===== config.mk =====
export PLATFORM = sky130hd
export DESIGN_NAME = cal_seq
export DESIGN_NICKNAME = d
export VERILOG_FILES = /design/src/rtl/cal_seq.sv
export SDC_FILE = /design/constraint.sdc
export NUM_CORES = 1
export LEC_CHECK = 0
export BUFFER_PORTS_ARGS = -buffer_cell sky130_fd_sc_hd__buf_2
export CORE_MARGIN = 1
export CORE_UTILIZATION = 40
export DETAILED_ROUTE_END_ITERATION = 6
export GPL_TIMING_DRIVEN = 0
export MAX_ROUTING_LAYER = met4
export PLACE_DENSITY = 0.77
export SLEW_MARGIN = 10
export SYNTH_ARGS = -nofsm -noshare
export SYNTH_HDL_FRONTEND = slang
export SYNTH_SLANG_ARGS = --single-unit

===== constraint.sdc =====
create_clock -name clk -period 1.73 [get_ports clk]
set_input_delay 0.346 -clock clk [delete_from_list [all_inputs] [get_ports clk]]
set_output_delay 0.346 -clock clk [all_outputs]
set_load 0.005 [all_outputs]

===== src/rtl/cal_seq.sv =====
module cal_seq #(
  parameter int CW     = 8,
  parameter int IB     = 2,
  parameter int FW     = 6,
  parameter int PH_LEN = 4,
  parameter int DEAD   = 2
) (
  input  logic                    clk,
  input  logic                    rst_n,
  input  logic                    coarse_above,
  input  logic                    fine_unbal,
  output logic                    ph1,
  output logic                    ph2,
  output logic [(1<<(CW-IB))-1:0] tap_sel,
  output logic [(1<<IB)-1:0]      cap_hi,
  output logic [CW-1:0]           coarse_code,
  output logic [FW-1:0]           fine_code,
  output logic                    done,
  output logic                    out_of_range
);
  localparam int TAPS = 1 << (CW - IB);
  localparam int NCAP = 1 << IB;
  localparam int CYC  = 2 * (PH_LEN + DEAD);
  localparam int PW   = $clog2(CYC);
  localparam logic [CW-1:0] CMAX = '1;
  localparam logic [FW-1:0] FMAX = '1;

  typedef enum logic [1:0] {IDLE, COARSE, FINE, HOLD} st_t;

  st_t           st;
  logic [PW-1:0] pcnt;
  logic [CW-1:0] cnt;
  logic          tick;

  assign tick = (pcnt == PW'(CYC - 1));
  assign ph1  = (pcnt < PW'(PH_LEN));
  assign ph2  = (pcnt >= PW'(PH_LEN + DEAD)) && (pcnt < PW'(2 * PH_LEN + DEAD));
  assign done = (st == HOLD);

  assign tap_sel = {{(TAPS-1){1'b0}}, 1'b1} << cnt[CW-1:IB];

  for (genvar i = 0; i < NCAP; i++) begin : g_cap
    assign cap_hi[i] = (cnt[IB-1:0] > IB'(i));
  end

  always_ff @(posedge clk or negedge rst_n) begin
    if (!rst_n) begin
      pcnt         <= '0;
      st           <= IDLE;
      cnt          <= '0;
      coarse_code  <= '0;
      fine_code    <= '0;
      out_of_range <= 1'b0;
    end else begin
      pcnt <= tick ? '0 : pcnt + PW'(1);
      if (tick) begin
        case (st)
          IDLE: st <= COARSE;
          COARSE:
            if (coarse_above && cnt != CMAX) begin
              cnt         <= cnt + CW'(1);
              coarse_code <= cnt + CW'(1);
            end else begin
              coarse_code <= cnt;
              st          <= FINE;
              if (coarse_above) out_of_range <= 1'b1;
            end
          FINE:
            if (fine_unbal && fine_code != FMAX) begin
              fine_code <= fine_code + FW'(1);
            end else begin
              st <= HOLD;
              if (fine_unbal) out_of_range <= 1'b1;
            end
          default: ;
        endcase
      end
    end
  end


  no_overlap_chk: assert property (@(posedge clk) disable iff (!rst_n) !(ph1 && ph2));

  dead_after_ph1_chk: assert property (@(posedge clk) disable iff (!rst_n) $fell(ph1) |-> !ph2);

  dead_after_ph2_chk: assert property (@(posedge clk) disable iff (!rst_n) $fell(ph2) |-> !ph1);

  tap_onehot_chk: assert property (@(posedge clk) disable iff (!rst_n) $countones(tap_sel) == 1);

  step_once_chk: assert property (@(posedge clk) disable iff (!rst_n)
    !$past(tick) |-> ($stable(cnt) && $stable(fine_code)));

  step_by_one_chk: assert property (@(posedge clk) disable iff (!rst_n)
    (cnt != $past(cnt)) |-> (cnt == $past(cnt) + CW'(1)));

  oor_sticky_chk: assert property (@(posedge clk) disable iff (!rst_n) out_of_range |=> out_of_range);

  hold_frozen_chk: assert property (@(posedge clk) disable iff (!rst_n)
    done |=> (done && $stable(coarse_code) && $stable(fine_code) && $stable(tap_sel)));
endmodule


==> results.yml <==
global_routing:
  grt_pass1_vias: 1694
  grt_max_degree: 22
  grt_first_pass_wirelength_mm: 7.87
  grt-ovfl-total: 0
  grt_usage: 0.245
  grt_antenna_before_repair: 0
floorplan:
  rows: 22
  start_util: 0.425
  die_h_um: 64.8
  fp.coreArea_um2: 3720
  die-area_um2: 4200
  io_pins: 90
  die_w_um: 64.8
power:
  p_leak_nw: 1.63
  max-vdd-ir-drop_mv: 0.623
  powerDensity_nw_per_um2: 277
route:
  drtIter0Drc: 207
  wl_per_cell_um: 18.5
  wl_mm: 7.23
  via_per_inst: 5.46
  drc: 0
  dr.pass1.iters: 4
  route.vias.total: 2135
  postRouteAntennaNets: 0
place:
  gp_congestion: 0.712
  numPlacedInstances: 337
  dpl.hpwl_mm: 3.08
  portBuffers: 88
  pre_cts_ws_ns: -0.104
synth:
  syn_avg_cell_area_um2: 7.85
  syn_nets: 215
  synth_area_um2: 1580
  ys_seq_area_frac: 0.333
  synth-edff-count: 0
  ys.flop_type: "dfrtp_1"
  ys_warn_count: 0
  syn_inst: 201
  ys_ff_latch: 21
  yosysUniqueCellTypes: 38
  async_flop_share: 1.00
sta:
  finalWorstSetupSlack_ns: -0.237
  post-route-min-period_ns: 1.97
  fin_worst_skew_ns: 0.0106
  hold_violations: 0
  max_freq_ghz: 0.508
  setup_viol: 64
  grt_setup_unrepaired: "true"
  finalMaxSlewViolations: 0
  post-route-period-util: 1.14
worst_setup_path:
  path_cells: "buf_8, or3b_4, nor2_2, buf_2"
  worstSetupEndpointType: "output port"
  critPathBufInv: 2
  slowest_stage: "dfrtp_2"
  cp_top_family: "simple AND/OR/NAND/NOR gates"
  crit_path_max_incr_delay_ns: 0.46
  worstPathRequired_ns: 1.38
  critPathMaxFanout: 5
  cp-start-kind: "flip-flop"
  critical_path_class: "flip-flop to output port"
  cp_data_arrival_time_ns: 1.62
clocking:
  htreeDepth: 1
  cts-hold-fix-buffers: 0
  ctsRootBufferMaster: "clkbuf_8"
  cts.path.max_buffers: 2
  clock_latency_ns: 0.26
  clk_pin_slew_ns: 0.08
  cts_sinks: 21
  cts_tree: "done"
  cts_buffers: 3
layout:
  syn2layout_area_growth_pct: 89.9
  fin_cells: 391
  nets: 358
  layout-drive-gt1-share: 0.650
  fill_cells: 221
  antenna_cells: 0
  fin_util: 0.806
flow_run:
  cap_violations: 0
status:
  status: "complete, but fails checks"
  violations: "negative setup slack"
min_path:
  min-delay-path-class: "primary input to asynchronous set/reset pin"
## registers in the layout, summed over array words and instances, names as in the netlist
register,count
cnt,8
pcnt,4
fine_code,6
st,2
out_of_range,1
## synth_stat cells (all sizes together) (4+ instances only)
| cell type | count | area (µm²) |
|---|---|---|
| clkbuf | 8 | 30.0 |
| nor3 | 8 | 45.0 |
| o21ai | 4 | 20.0 |
| xor2 | 9 | 78.8 |
| nand2b | 4 | 25.0 |
| nor2 | 67 | 251 |
| ha | 10 | 125 |
| dfrtp | 21 | 526 |
| xnor2 | 4 | 35.0 |
| nand2 | 15 | 56.3 |
| inv | 9 | 33.8 |
| nand3b | 4 | 42.5 |
| nand3 | 7 | 35.0 |
## metrics by stage
step	setup TNS (ns)	area, µm²	hold slack, ns	power (mW)
after floorplan	0	1580	0.0504	0.502
after global placement	-1.22	2080	0.330	0.515
after detailed placement	-1.46	2080	0.330	0.516
after CTS	-1.90	2450	0.0487	0.831
after global routing	-10.51	3000	0.0629	0.862
final	-7.19	3000	0.0313	0.829
## path summary, 6_finish.rpt
kind / cells past startpoint / slack [ns] / end / startpoint
setup / recovery: 4 / -0.24 / tap_sel[42] / cnt[4]
hold / removal: 1 / 0.03 / cnt[2] / rst_n
setup reg to reg: 7 / -0.13 / cnt[2] / cnt[6]
hold reg to reg: 1 / 0.50 / pcnt[0] / pcnt[0]
max in group asynchronous: 1 / 1.34 / cnt[3] / rst_n
min in group clk: 3 / 0.48 / out_of_range / coarse_above
## metal layers
metal | vias to the layer above | part of all wire | GRT usage
met5 | - | 0 | -
met4 | 0 | 0.045 | 0.0778
met3 | 36 | 0.064 | 0.0669
met2 | 128 | 0.52 | 0.404
met1 | 1038 | 0.37 | 0.288
li1 | 933 | - | -
## kinds of logic (layout without fill, tap and decap cells)
family,after synthesis,in the layout,share of synthesized area
flip-flops,21,21,0.333
multiplexers,5,5,0.0341
buffers and inverters,20,162,0.0555
XOR/XNOR,13,13,0.0722
AO/OA/AOI/OAI,9,9,0.0428
AND/OR/NAND/NOR,122,122,0.381
other,1,1,0.00238
adder cells (fa/ha/maj),10,10,0.0793
## layout by cell type (no fill, tap or decap), types with 4 or more instances in the layout
| master | instances |
|---|---|
| buf_2 | 88 |
| nor2_1 | 44 |
| buf_4 | 36 |
| nor2_2 | 17 |
| buf_6 | 15 |
| dfrtp_1 | 15 |
| inv_1 | 9 |
| xor2_1 | 9 |
| ha_1 | 9 |
| nand2_1 | 7 |
| nor2_4 | 6 |
| nor3_2 | 6 |
| dfrtp_2 | 6 |
| buf_8 | 5 |
| nand2_4 | 4 |
| clkbuf_8 | 4 |
| o21ai_0 | 4 |
| xnor2_1 | 4 |
| nand3_1 | 4 |
## area by class of cell
class                   count  area (µm²)  share of cell area
inverters                   9        33.8              0.0113
multi-input cells         160        1290               0.431
flip-flops and latches     21         533               0.178
repair buffers            140         922               0.308
clock buffers               4        45.0              0.0150
well taps                  48        60.1              0.0200
plain buffers               9         111              0.0372
## where the power goes
group / internal, mW / switching, mW
clock: 0.164 / 0.159
sequential: 0.490 / 0
combinational: 0.00381 / 0.0114
## timing repair
| item | CTS | global route |
|---|---|---|
| setup endpoints to repair | 67 | 71 |
| setup buffers | 22 | 28 |
| pin swaps | 13 | 38 |
| gates cloned | 2 | 2 |
| resized for setup | 45 | 86 |
| hold endpoints to repair | 0 | 0 |
(Power assumes the default switching activity.)
